## src/rtl/ep_test_pkg.sv

```systemverilog
package ep_test_pkg;

    parameter int DW        = 32;
    parameter int AW        = 32;
    parameter int SIZE_W    = 16;
    parameter int IRQ_NUM_W = 12;
    parameter int REG_IDX_W = 4;
    parameter int CMD_W     = 6;
    parameter int STAT_W    = 9;
    parameter int MSI_MAX   = 32;
    parameter int MSIX_MAX  = 2048;

    localparam int BYTES      = DW / 8;
    localparam int ALIGN_BITS = $clog2(BYTES);

    localparam logic [REG_IDX_W-1:0] IDX_SCRATCH = 4'd0;
    localparam logic [REG_IDX_W-1:0] IDX_CMD     = 4'd1;
    localparam logic [REG_IDX_W-1:0] IDX_STATUS  = 4'd2;
    localparam logic [REG_IDX_W-1:0] IDX_SRC     = 4'd3;
    localparam logic [REG_IDX_W-1:0] IDX_DST     = 4'd4;
    localparam logic [REG_IDX_W-1:0] IDX_LEN     = 4'd5;
    localparam logic [REG_IDX_W-1:0] IDX_CSUM    = 4'd6;
    localparam logic [REG_IDX_W-1:0] IDX_KIND    = 4'd7;
    localparam logic [REG_IDX_W-1:0] IDX_NUM     = 4'd8;

    localparam int ST_RD_OK   = 0;
    localparam int ST_WR_OK   = 2;
    localparam int ST_CP_OK   = 4;
    localparam int ST_IRQ     = 6;
    localparam int ST_SRC_BAD = 7;
    localparam int ST_DST_BAD = 8;

    typedef enum logic [1:0] {
        IRQ_LEGACY = 2'd0,
        IRQ_MSI    = 2'd1,
        IRQ_MSIX   = 2'd2,
        IRQ_NONE   = 2'd3
    } irq_kind_e;

    typedef enum logic [2:0] {
        OP_NONE,
        OP_RAISE_LEG,
        OP_RAISE_MSI,
        OP_RAISE_MSIX,
        OP_READ,
        OP_WRITE,
        OP_COPY
    } op_e;

    typedef enum logic [2:0] {
        S_IDLE,
        S_CHECK,
        S_NEXT,
        S_RD,
        S_RSP,
        S_WR,
        S_IRQ
    } seq_state_e;

    typedef struct packed {
        op_e                  op;
        logic [AW-1:0]        src;
        logic [AW-1:0]        dst;
        logic [SIZE_W-1:0]    len;
        irq_kind_e            kind;
        logic [IRQ_NUM_W-1:0] num;
    } job_t;

    // lowest set command bit wins
    function automatic op_e decode_cmd(logic [CMD_W-1:0] c);
        if (c[0])      return OP_RAISE_LEG;
        else if (c[1]) return OP_RAISE_MSI;
        else if (c[2]) return OP_RAISE_MSIX;
        else if (c[3]) return OP_READ;
        else if (c[4]) return OP_WRITE;
        else if (c[5]) return OP_COPY;
        else           return OP_NONE;
    endfunction

    function automatic logic irq_num_ok(irq_kind_e k, logic [IRQ_NUM_W-1:0] n);
        case (k)
            IRQ_LEGACY: return n == '0;
            IRQ_MSI:    return (n >= 1) && (n <= IRQ_NUM_W'(MSI_MAX));
            IRQ_MSIX:   return (n >= 1) && (n <= IRQ_NUM_W'(MSIX_MAX));
            default:    return 1'b0;
        endcase
    endfunction

    function automatic logic addr_bad(logic [AW-1:0] a);
        return (a == '0) || (a[ALIGN_BITS-1:0] != '0);
    endfunction

    function automatic int ok_bit(op_e op);
        case (op)
            OP_READ:  return ST_RD_OK;
            OP_WRITE: return ST_WR_OK;
            default:  return ST_CP_OK;
        endcase
    endfunction

    function automatic logic is_raise(op_e op);
        return (op == OP_RAISE_LEG) || (op == OP_RAISE_MSI) || (op == OP_RAISE_MSIX);
    endfunction

    function automatic irq_kind_e raise_kind(op_e op);
        case (op)
            OP_RAISE_LEG: return IRQ_LEGACY;
            OP_RAISE_MSI: return IRQ_MSI;
            default:      return IRQ_MSIX;
        endcase
    endfunction

endpackage

```

## src/rtl/ep_test_regs.sv

```systemverilog
module ep_test_regs
    import ep_test_pkg::*;
(
    input  logic                 clk,
    input  logic                 rst,
    input  logic                 wr,
    input  logic [REG_IDX_W-1:0] idx,
    input  logic [DW-1:0]        wdata,
    output logic [DW-1:0]        rdata,
    input  logic                 busy,
    input  logic                 seq_done,
    input  logic                 seq_ok,
    input  logic [DW-1:0]        seq_csum,
    input  logic [STAT_W-1:0]    status,
    output logic                 start,
    output job_t                 job
);

    logic [DW-1:0]        scratch_q;
    logic [CMD_W-1:0]     cmd_q;
    logic [AW-1:0]        src_q;
    logic [AW-1:0]        dst_q;
    logic [SIZE_W-1:0]    len_q;
    logic [DW-1:0]        csum_q;
    logic [1:0]           kind_q;
    logic [IRQ_NUM_W-1:0] num_q;

    assign start = wr && (idx == IDX_CMD) && !busy && (wdata[CMD_W-1:0] != '0);

    always_comb begin
        job.op   = decode_cmd(wdata[CMD_W-1:0]);
        job.src  = src_q;
        job.dst  = dst_q;
        job.len  = len_q;
        job.kind = irq_kind_e'(kind_q);
        job.num  = num_q;
    end

    always_ff @(posedge clk) begin
        if (rst) begin
            scratch_q <= '0;
            cmd_q     <= '0;
            src_q     <= '0;
            dst_q     <= '0;
            len_q     <= '0;
            csum_q    <= '0;
            kind_q    <= '0;
            num_q     <= '0;
        end else begin
            if (wr) begin
                case (idx)
                    IDX_SCRATCH: scratch_q <= wdata;
                    IDX_SRC:     src_q     <= wdata[AW-1:0];
                    IDX_DST:     dst_q     <= wdata[AW-1:0];
                    IDX_LEN:     len_q     <= wdata[SIZE_W-1:0];
                    IDX_KIND:    kind_q    <= wdata[1:0];
                    IDX_NUM:     num_q     <= wdata[IRQ_NUM_W-1:0];
                    default: ;
                endcase
            end
            if (start)
                cmd_q <= wdata[CMD_W-1:0];
            else if (seq_done)
                cmd_q <= '0;
            if (seq_done && seq_ok)
                csum_q <= seq_csum;
        end
    end

    always_comb begin
        case (idx)
            IDX_SCRATCH: rdata = scratch_q;
            IDX_CMD:     rdata = DW'(cmd_q);
            IDX_STATUS:  rdata = DW'(status);
            IDX_SRC:     rdata = DW'(src_q);
            IDX_DST:     rdata = DW'(dst_q);
            IDX_LEN:     rdata = DW'(len_q);
            IDX_CSUM:    rdata = csum_q;
            IDX_KIND:    rdata = DW'(kind_q);
            IDX_NUM:     rdata = DW'(num_q);
            default:     rdata = '0;
        endcase
    end

endmodule

```

## src/rtl/ep_test_seq.sv

```systemverilog
module ep_test_seq
    import ep_test_pkg::*;
(
    input  logic                 clk,
    input  logic                 rst,
    input  logic                 start,
    input  job_t                 job,
    output logic                 busy,
    output logic                 done,
    output logic                 ok,
    output logic [DW-1:0]        csum,
    output logic [STAT_W-1:0]    status,
    output logic                 req_valid,
    input  logic                 req_ready,
    output logic                 req_write,
    output logic [AW-1:0]        req_addr,
    output logic [DW-1:0]        req_wdata,
    input  logic                 rsp_valid,
    input  logic [DW-1:0]        rsp_data,
    output logic                 irq_fire,
    output irq_kind_e            irq_kind,
    output logic [IRQ_NUM_W-1:0] irq_num
);

    seq_state_e        state;
    job_t              job_q;
    logic [SIZE_W-1:0] cnt;
    logic [DW-1:0]     hold;
    logic              need_src;
    logic              need_dst;
    logic              src_bad;
    logic              dst_bad;
    logic [AW-1:0]     offset;

    assign need_src = (job_q.op == OP_READ)  || (job_q.op == OP_COPY);
    assign need_dst = (job_q.op == OP_WRITE) || (job_q.op == OP_COPY);
    assign src_bad  = need_src && addr_bad(job_q.src);
    assign dst_bad  = need_dst && addr_bad(job_q.dst);
    assign offset   = AW'(cnt) << ALIGN_BITS;

    assign busy      = (state != S_IDLE);
    assign done      = (state == S_IRQ);
    assign req_valid = (state == S_RD) || (state == S_WR);
    assign req_write = (state == S_WR);
    assign req_addr  = (state == S_WR) ? (job_q.dst + offset) : (job_q.src + offset);
    assign req_wdata = (job_q.op == OP_COPY) ? hold : DW'(cnt);

    assign irq_kind = is_raise(job_q.op) ? raise_kind(job_q.op) : job_q.kind;
    assign irq_num  = job_q.num;
    assign irq_fire = (state == S_IRQ) && irq_num_ok(irq_kind, irq_num);

    always_ff @(posedge clk) begin
        if (rst) begin
            state  <= S_IDLE;
            job_q  <= '0;
            cnt    <= '0;
            hold   <= '0;
            csum   <= '0;
            ok     <= 1'b0;
            status <= '0;
        end else begin
            case (state)
                S_IDLE: begin
                    if (start) begin
                        job_q  <= job;
                        cnt    <= '0;
                        csum   <= '0;
                        ok     <= 1'b0;
                        status <= '0;
                        state  <= S_CHECK;
                    end
                end
                S_CHECK: begin
                    if (is_raise(job_q.op)) begin
                        state <= S_IRQ;
                    end else if (src_bad || dst_bad) begin
                        status[ST_SRC_BAD]             <= src_bad;
                        status[ST_DST_BAD]             <= dst_bad;
                        status[ok_bit(job_q.op) + 1]   <= 1'b1;
                        state                          <= S_IRQ;
                    end else begin
                        state <= S_NEXT;
                    end
                end
                S_NEXT: begin
                    if (cnt == job_q.len) begin
                        status[ok_bit(job_q.op)] <= 1'b1;
                        ok                       <= 1'b1;
                        state                    <= S_IRQ;
                    end else if (job_q.op == OP_WRITE) begin
                        state <= S_WR;
                    end else begin
                        state <= S_RD;
                    end
                end
                S_RD: begin
                    if (req_ready)
                        state <= S_RSP;
                end
                S_RSP: begin
                    if (rsp_valid) begin
                        csum <= csum ^ rsp_data;
                        hold <= rsp_data;
                        if (job_q.op == OP_COPY) begin
                            state <= S_WR;
                        end else begin
                            cnt   <= cnt + 1'b1;
                            state <= S_NEXT;
                        end
                    end
                end
                S_WR: begin
                    if (req_ready) begin
                        if (job_q.op == OP_WRITE)
                            csum <= csum ^ req_wdata;
                        cnt   <= cnt + 1'b1;
                        state <= S_NEXT;
                    end
                end
                S_IRQ: begin
                    if (irq_fire)
                        status[ST_IRQ] <= 1'b1;
                    state <= S_IDLE;
                end
                default: state <= S_IDLE;
            endcase
        end
    end

endmodule

```

## src/rtl/ep_test_irq.sv

```systemverilog
module ep_test_irq
    import ep_test_pkg::*;
#(
    parameter int N_LINES = 3
) (
    input  logic                 clk,
    input  logic                 rst,
    input  logic                 fire,
    input  irq_kind_e            kind,
    input  logic [IRQ_NUM_W-1:0] num_in,
    output logic [N_LINES-1:0]   lines,
    output logic [IRQ_NUM_W-1:0] num_out
);

    for (genvar k = 0; k < N_LINES; k++) begin : g_line
        always_ff @(posedge clk) begin
            if (rst)
                lines[k] <= 1'b0;
            else
                lines[k] <= fire && (kind == irq_kind_e'(k));
        end
    end

    always_ff @(posedge clk) begin
        if (rst)
            num_out <= '0;
        else if (fire)
            num_out <= num_in;
    end

endmodule

```

## src/rtl/ep_test_ctrl.sv

```systemverilog
module ep_test_ctrl
    import ep_test_pkg::*;
(
    input  logic                 clk,
    input  logic                 rst,
    input  logic                 reg_wr,
    input  logic [REG_IDX_W-1:0] reg_addr,
    input  logic [DW-1:0]        reg_wdata,
    output logic [DW-1:0]        reg_rdata,
    output logic                 mem_req_valid,
    input  logic                 mem_req_ready,
    output logic                 mem_req_write,
    output logic [AW-1:0]        mem_req_addr,
    output logic [DW-1:0]        mem_req_wdata,
    input  logic                 mem_rsp_valid,
    input  logic [DW-1:0]        mem_rsp_data,
    output logic                 irq_legacy,
    output logic                 irq_msi,
    output logic                 irq_msix,
    output logic [IRQ_NUM_W-1:0] irq_num
);

    logic                 start;
    job_t                 job;
    logic                 busy;
    logic                 done;
    logic                 ok;
    logic [DW-1:0]        csum;
    logic [STAT_W-1:0]    status;
    logic                 fire;
    irq_kind_e            fire_kind;
    logic [IRQ_NUM_W-1:0] fire_num;
    logic [2:0]           lines;

    ep_test_regs u_regs (
        .clk      (clk),
        .rst      (rst),
        .wr       (reg_wr),
        .idx      (reg_addr),
        .wdata    (reg_wdata),
        .rdata    (reg_rdata),
        .busy     (busy),
        .seq_done (done),
        .seq_ok   (ok),
        .seq_csum (csum),
        .status   (status),
        .start    (start),
        .job      (job)
    );

    ep_test_seq u_seq (
        .clk       (clk),
        .rst       (rst),
        .start     (start),
        .job       (job),
        .busy      (busy),
        .done      (done),
        .ok        (ok),
        .csum      (csum),
        .status    (status),
        .req_valid (mem_req_valid),
        .req_ready (mem_req_ready),
        .req_write (mem_req_write),
        .req_addr  (mem_req_addr),
        .req_wdata (mem_req_wdata),
        .rsp_valid (mem_rsp_valid),
        .rsp_data  (mem_rsp_data),
        .irq_fire  (fire),
        .irq_kind  (fire_kind),
        .irq_num   (fire_num)
    );

    ep_test_irq #(.N_LINES(3)) u_irq (
        .clk     (clk),
        .rst     (rst),
        .fire    (fire),
        .kind    (fire_kind),
        .num_in  (fire_num),
        .lines   (lines),
        .num_out (irq_num)
    );

    assign irq_legacy = lines[0];
    assign irq_msi    = lines[1];
    assign irq_msix   = lines[2];

endmodule

```

## config.mk

```make
export PLATFORM = sky130hd
export DESIGN_NAME = ep_test_ctrl
export DESIGN_NICKNAME = d
export VERILOG_FILES = /design/src/rtl/ep_test_pkg.sv /design/src/rtl/ep_test_regs.sv /design/src/rtl/ep_test_seq.sv /design/src/rtl/ep_test_irq.sv /design/src/rtl/ep_test_ctrl.sv
export SDC_FILE = /design/constraint.sdc
export NUM_CORES = 1
export LEC_CHECK = 0
export BUFFER_PORTS_ARGS = -buffer_cell sky130_fd_sc_hd__buf_2
export CAP_MARGIN = 20
export CORE_MARGIN = 2
export CORE_UTILIZATION = 45
export DETAILED_ROUTE_END_ITERATION = 10
export GPL_ROUTABILITY_DRIVEN = 0
export HOLD_SLACK_MARGIN = 0.1
export PLACE_DENSITY = 0.68
export SYNTH_ARGS = -nofsm -noshare
export SYNTH_HDL_FRONTEND = slang
export SYNTH_SLANG_ARGS = --single-unit
```

## constraint.sdc

```tcl
create_clock -name clk -period 5.35 [get_ports clk]
set_input_delay 1.07 -clock clk [delete_from_list [all_inputs] [get_ports clk]]
set_output_delay 1.07 -clock clk [all_outputs]
set_load 0.02 [all_outputs]
```

==> results of run 1 <==
-- area by class of cell --
cell class	instances	area share (%)
Inverter	25	0.482
Timing Repair Buffer	217	6.24
Sequential cell	369	37.9
Multi-Input combinational cell	1670	45.5
Tap cell	511	3.28
Clock inverter	15	0.629
Clock buffer	55	5.94
-- cell families after synthesis --
group / after synthesis
simple gates: 981
mux: 63
xor+xnor: 71
flops: 369
fa+ha+maj: 22
compound gates: 533
buf+inv: 185
-- timing repair --
item / 4_1_cts / 5_1_grt
resized for setup: 0 / 3
endpoints found under the setup margin: 0 / 4
setup buffers: 0 / 0
-- layer usage --
layer	share of wire, %	GRT usage, %	up-vias	wire length (microns)
met4	2.6	8.47	4	1420
met1	45	39.7	7701	24600
met3	9.4	5.23	96	5080
met2	43	40.0	680	23100
met5	0.046	0	-	25
li1	-	-	7739	-
-- path summary, 6_finish.rpt --
path | startpoint | to | slack (ns) | depth (start not counted)
min reg2reg | u_seq.hold[9] | u_seq.hold[9] | 0.45 | 2
max reg2reg | u_seq.job_q[95] | u_irq.num_out[10] | 1.73 | 9
min | u_seq.hold[9] | u_seq.hold[9] | 0.45 | 2
max | u_seq.state[1] | mem_req_addr[24] | 0.30 | 13
-- sequential cells by signal (all words and copies together), names as in the netlist, 3 cells and up --
| register | flops |
|---|---|
| u_irq.num_out | 12 |
| u_regs.cmd_q | 6 |
| u_regs.num_q | 12 |
| u_seq.hold | 32 |
| u_regs.scratch_q | 32 |
| u_seq.job_q | 85 |
| u_regs.csum_q | 32 |
| u_seq.irq_num | 12 |
| u_seq.csum | 32 |
| u_regs.len_q | 16 |
| u_seq.state | 3 |
| u_regs.dst_q | 32 |
| u_regs.src_q | 32 |
| u_seq.cnt | 16 |
| u_seq.status | 9 |
| u_irq.lines | 3 |
-- where the power goes --
| part | internal [mW] | switching, mW | total, mW |
|---|---|---|---|
| sequential | 2.77 | 0.0186 | 2.79 |
| clock | 1.53 | 1.16 | 2.69 |
| combinational | 0.0621 | 0.159 | 0.222 |
| total | 4.36 | 1.34 | 5.70 |
-- placed cells by master, fill, tap and decap left out, types with 20 or more instances in the layout --
master / instances
nand2_1: 708
dfxtp_1: 369
a21oi_1: 340
buf_2: 184
nor2_1: 93
a22oi_1: 75
xnor2_1: 51
mux2i_1: 46
o21ai_0: 40
clkbuf_16: 40
and3_1: 30
buf_4: 28
nand3_1: 25
inv_1: 24
nand4_1: 21
ha_1: 21
xor2_1: 20
-- metrics by stage --
stage	utilization (%)	total power, mW
final	52.1	5.70
after global routing	52.1	5.85
after CTS	52.1	5.72
after detailed placement	48.6	3.07
after global placement	48.6	3.06
after floorplan	-	2.98
-- worst min-delay path, cell delays in order, from the launching register on --
cell	delay, ns
dfxtp_1	0.31
nand2_1	0.05
a21oi_1	0.05
==> summary.txt, run 1 <==
Status
  • Status: finished, final reports clean

Drt
  • Antenna viol nets, final: 0
  • Routed WL: 54,200 microns
  • Post-route DRC: 0
  • First DRT Iteration DRCs: roughly 1,700
  • Initial DRT Pass Iterations: 6
  • Avg WL per Cell: 18.9 microns
  • Vias: around 16,000
  • Vias per std cell: 5.67

Placement
  • Dpl ws: 0.765 ns
  • Placed Area: 18,200 sq um
  • Cells after DPL: about 2,800
  • Port bufs: 185
  • HPWL Detailed: between 30,000 and 40,000 microns

Finish
  • Post-Layout Cell Count: 2,862
  • Area occupied by multi-input gates: 8870 sq um
  • Ratio of cells with drive above 1 in the final layout: between 10% and 20%
  • FF/Latch Area: about 7400 sq um
  • Post-route cell area: 19,500 sq um
  • Area Growth Syn to Fin: 15.0%
  • Final #Nets: 2,418
  • Fill count: 3,634
  • Ant diodes: 0

Logic synthesis
  • Synth Area in XOR/XNOR: 3.67%
  • Mux cell area share after synthesis: a little under 4%
  • Yosys Warn Count: 0
  • Top cells by area, synth: dfxtp_1 (44%), nand2_1 (16%), a21oi_1 (10%)
  • Syn avg cell area: between 7 and 8 sq um
  • Most used DFF post-synth: dfxtp_1
  • Mapped Nets: 2,319
  • Synth Area in Adders: 1.67%
  • Area leader, netlist: dfxtp_1
  • Post-synthesis compound-gate area fraction: 18.4%
  • Post-synth EDFFs: 0
  • Top-area cell type share of the netlist area: approximately 44%
  • Post-synthesis simple-gate area fraction: 24.3%
  • Top cells by count, synth: nand2_1 (708), dfxtp_1 (369), a21oi_1 (340)
  • Seq cells post-synth: 369
  • Netlist cell types: 67
  • Seq/Total Area, Yosys: 43.6%
  • Synthesized area: 16,900 sq um
  • Async S/R FF share, synth: 0%
  • Largest family of logic cells by synthesized area: simple AND/OR/NAND/NOR gates
  • Most common cell in the netlist: nand2_1
  • Cells after synthesis: roughly 2,200

Floorplan
  • Initial Util: 45.3%
  • Die area: a little under 40,000 sq um
  • Core ar.: 37,400 sq um
  • Boundary pin count: 186
  • Row Count: approximately 70
  • Die height: ~200 microns
  • Die X: 198 microns

Global routing
  • GRT overflow: 0
  • GRT Total Usage: 27.1%
  • Initial antenna violation count: 2
  • First-pass GRT wire length: ~83,000 microns
  • Largest net degree at the start of global routing: between 150 and 200
  • Vias in the first global route: 14,898

STA
  • Setup violations, final: 0
  • Fin crit share: 94.4%
  • Max-slew violations: 0
  • Fmax: 198 MHz
  • Max transition margin: between 20% and 30%
  • Final hold vios: 0
  • Setup TNS Final: 0 ns
  • Fin crit period: slightly above 5 ns
  • RSZ-0062 raised after global routing: no
  • Hold slack: 0.450 ns
  • Worst Skew: 0.0147 ns
  • Final setup margin: 0.301 ns
  • Slew of the pin with the lowest slew margin: 1.11 ns

Worst setup path
  • Worst path required time: 4.28 ns
  • Crit-path max cell delay: 0.46 ns
  • CP cell instances: nand3b_1 -> inv_2 -> buf_6 -> nand2_1 -> nand2_1 -> ha_1 -> a211o_1 -> o41a_1 -> a211oi_2 -> o21ai_1 -> a31o_2 -> o2bb2ai_1 -> buf_2
  • Worst Path Max Fanout: 37
  • WP buf/inv: 3
  • Crit. End Element: output port
  • Cell mode on critical path: nand2_1
  • Critical Path Start Type: flop
  • Crit Path Class: flop to output port
  • Crit-path slowest cell: o41a_1
  • Crit path max-delay family: compound AO/OA/AOI/OAI gates
  • CP Data Arrival Time: 3.98 ns

CTS
  • Clock-pin slew on the worst setup and hold paths: 0.06 ns
  • TritonCTS Buffers: 40
  • Root Buffer: clkbuf_16
  • Post-CTS Hold Buffers: 0
  • Max Buffers Root-to-Sink: 3
  • Clk_lat worst skew: between 0.5 and 0.6 ns
  • CTS tree: yes
  • Max H-tree Level: 2
  • Clk sinks: 369

Worst hold path
  • Worst hold path class: flop to flop

Power and ir drop
  • Peak supply drop: approximately 0.0002 V
  • P per Cell Area: 293 nW/um^2
  • Leak: 7.25 nW

Run
  • Max-cap violations: 0
Note: power is estimated with default switching activity, not from simulation.
==> run 2: changes to the inputs <==
- CTS_BUF_LIST: unset -> sky130_fd_sc_hd__clkbuf_8
==> run 2 against run 1 <==
Clock power is 12% lower. Cell count is 1.3% higher. Clock-buffer cell count is 15 higher. First-iteration DRC count is 1.9% higher. Sequential power hardly changed. Global-route usage is 0.085 points higher. Flip-flop and latch count stayed put. Die area stayed put. Sequential share of layout area is 0.24 points higher. Total power is 5.9% lower. Critical path type unchanged.
==> summary.txt, run 2 (synthesis gave the netlist of run 1 again) <==
STA
  • Hold slack: 0.451 ns (+0.000728 ns)
  • Max-slew violations: 0 (unchanged)
  • Setup violations, final: 0 (unchanged)
  • Fin crit period: 5.12 ns (+0.0693 ns)
  • Worst Skew: 0.0237 ns (+0.00903 ns)
  • Fmax: 195 MHz (-1.4%)
  • Fin crit share: 95.7% (+1.3 points)
  • Setup TNS Final: 0 ns (unchanged)
  • RSZ-0062 raised after global routing: no
  • Max transition margin: 27.3% (+2.0 points)
  • Final hold vios: 0 (unchanged)
  • Slew of the pin with the lowest slew margin: 1.08 ns (-0.0296 ns)

Finish
  • Max reg flops: 85 (unchanged)
  • Ratio of cells with drive above 1 in the final layout: 14.4% (+0.38 points)
  • Area Growth Syn to Fin: 14.3%
  • Commonest non-fill, non-tap cell in the layout: nand2_1
  • Final #Nets: 2,439 (+0.87%)
  • Fill count: 3,671 (+1.0%)
  • Most frequent cells in the layout: nand2_1 (708), dfxtp_1 (369), a21oi_1 (340)
  • Largest register by flop count: u_seq.job_q

Power and ir drop
  • Leak: 7.31 nW (+0.73%)
  • P per Cell Area: 277 nW/um^2 (-5.3%)
  • Peak supply drop: 0.000184 V (-8.1%)

Worst setup path
  • Crit. End Element: output port
  • CP Data Arrival Time: 4.05 ns (+0.07 ns)
  • Worst Path Max Fanout: 37 (unchanged)
  • Critical Path Start Type: flop
  • Cell mode on critical path: nand2_1
  • Crit Path Class: flop to output port
  • Worst path required time: 4.28 ns (about the same)
  • Crit-path max cell delay: 0.45 ns (about the same)
  • CP cell instances: nand3b_1 -> inv_2 -> buf_6 -> nand2_1 -> nand2_1 -> ha_1 -> a211o_1 -> o41a_1 -> a211oi_2 -> o21ai_1 -> a31o_2 -> o2bb2ai_1 -> buf_2
  • Crit-path slowest cell: o41a_1

Floorplan
  • Die height: 198 microns (unchanged)
  • Initial Util: 45.3% (unchanged)
  • Boundary pin count: 186 (unchanged)
  • Die X: 198 microns (unchanged)
  • Core ar.: 37,400 sq um (unchanged)
  • Die area: 39,200 sq um (unchanged)
  • Row Count: 71 (unchanged)

Global routing
  • Initial antenna violation count: 2 (unchanged)
  • First-pass GRT wire length: 83,700 microns (+0.27%)
  • GRT Total Usage: 27.2% (+0.085 points)
  • Vias in the first global route: 14,978 (+0.54%)
  • GRT overflow: 0 (unchanged)
  • Largest net degree at the start of global routing: 186 (unchanged)

Worst hold path
  • Worst hold path class: flop to flop

Drt
  • Initial DRT Pass Iterations: 6 (unchanged)
  • First DRT Iteration DRCs: 1,707 (+1.9%)
  • Post-route DRC: 0 (unchanged)
  • Vias per std cell: 5.61 (-0.95%)
  • Vias: 16,273 (+0.33%)
  • Antenna viol nets, final: 0 (unchanged)
  • Routed WL: 54,500 microns (+0.43%)
  • Avg WL per Cell: 18.8 microns (-0.85%)

Placement
  • HPWL Detailed: 37,600 microns (unchanged)
  • Port bufs: 185 (unchanged)

CTS
  • Root Buffer: clkbuf_8
  • CTS tree: yes
  • Clock-pin slew on the worst setup and hold paths: 0.06 ns (about the same)
  • Clk_lat worst skew: 0.64 ns (+0.09 ns)
  • Clk sinks: 369 (unchanged)
  • Max H-tree Level: 2 (unchanged)
  • Post-CTS Hold Buffers: 0 (unchanged)
  • TritonCTS Buffers: 59 (+48%)
  • Max Buffers Root-to-Sink: 3 (unchanged)

Run
  • Max-cap violations: 0 (unchanged)

Status
  • Status: finished, final reports clean
run 2: cell count changes in the layout (fill, tap and decap cells not counted), sizes merged:
cell	previous run	this run
diode	0	2
inv	29	54
clkbuf	55	70
clkinv	10	2
bufinv	0	1
buf	217	219
run 2: final cells by class:
class / instances / area [sq um] / area share [%]
Multi-Input combinational cell: 1670 / 8870 / 45.8
Sequential cell: 369 / 7390 / 38.2
Timing Repair Buffer: 219 / 1230 / 6.36
Clock buffer: 70 / 963 / 4.98
Tap cell: 511 / 639 / 3.30
Clock inverter: 33 / 174 / 0.898
Inverter: 25 / 93.8 / 0.485
Antenna cell: 2 / 5.00 / 0.0259
run 2: per-layer routing:
metal	routed length, microns	global-route usage [%]	vias to the layer above	part of all wire (%)
met5	25	0	-	0.046
met1	24400	39.1	7669	45
met4	1410	8.52	4	2.6
met3	5390	6.06	112	9.9
li1	-	-	7785	-
met2	23200	40.3	703	43
run 2: worst paths after layout:
path | cells past startpoint | from | slack [ns] | to
hold / removal | 2 | u_seq.hold[16] | 0.45 | u_seq.hold[16]
setup / recovery | 13 | u_seq.state[1] | 0.23 | mem_req_addr[24]
setup reg to reg | 9 | u_seq.job_q[95] | 1.82 | u_irq.num_out[3]
hold reg to reg | 2 | u_seq.hold[16] | 0.45 | u_seq.hold[16]
run 2: per-stage QoR:
step / utilization [%] / instance area, sq um / cells / setup slack (ns) / total power, mW
floorplan: - / 16900 / 2224 / 0.160 / 2.98
global placement: 48.6 / 18200 / 2791 / 0.810 / 3.06
detailed placement: 48.6 / 18200 / 2792 / 0.765 / 3.07
CTS: 51.7 / 19300 / 2895 / 0.0596 / 5.39
global route: 51.8 / 19400 / 2897 / 0.00277 / 5.54
finish: 51.8 / 19400 / 2899 / 0.232 / 5.37
run 2: what timing repair did:
item | CTS | global route
resized for setup | 0 | 3
endpoints found under the setup margin | 0 | 7
setup buffers | 0 | 2
run 2: power by group:
| group | switching (mW) | total, mW | internal (mW) |
|---|---|---|---|
| logic | 0.160 | 0.222 | 0.0621 |
| registers | 0.0184 | 2.79 | 2.77 |
| clock network | 1.13 | 2.36 | 1.23 |
run 2: worst max-delay path: cells and delay by family (launching register included):
kind	cells	cell delay, ns
compound gates	6	1.72
fa+ha+maj	1	0.30
buf+inv	3	0.70
flops	1	0.30
simple gates	3	0.36
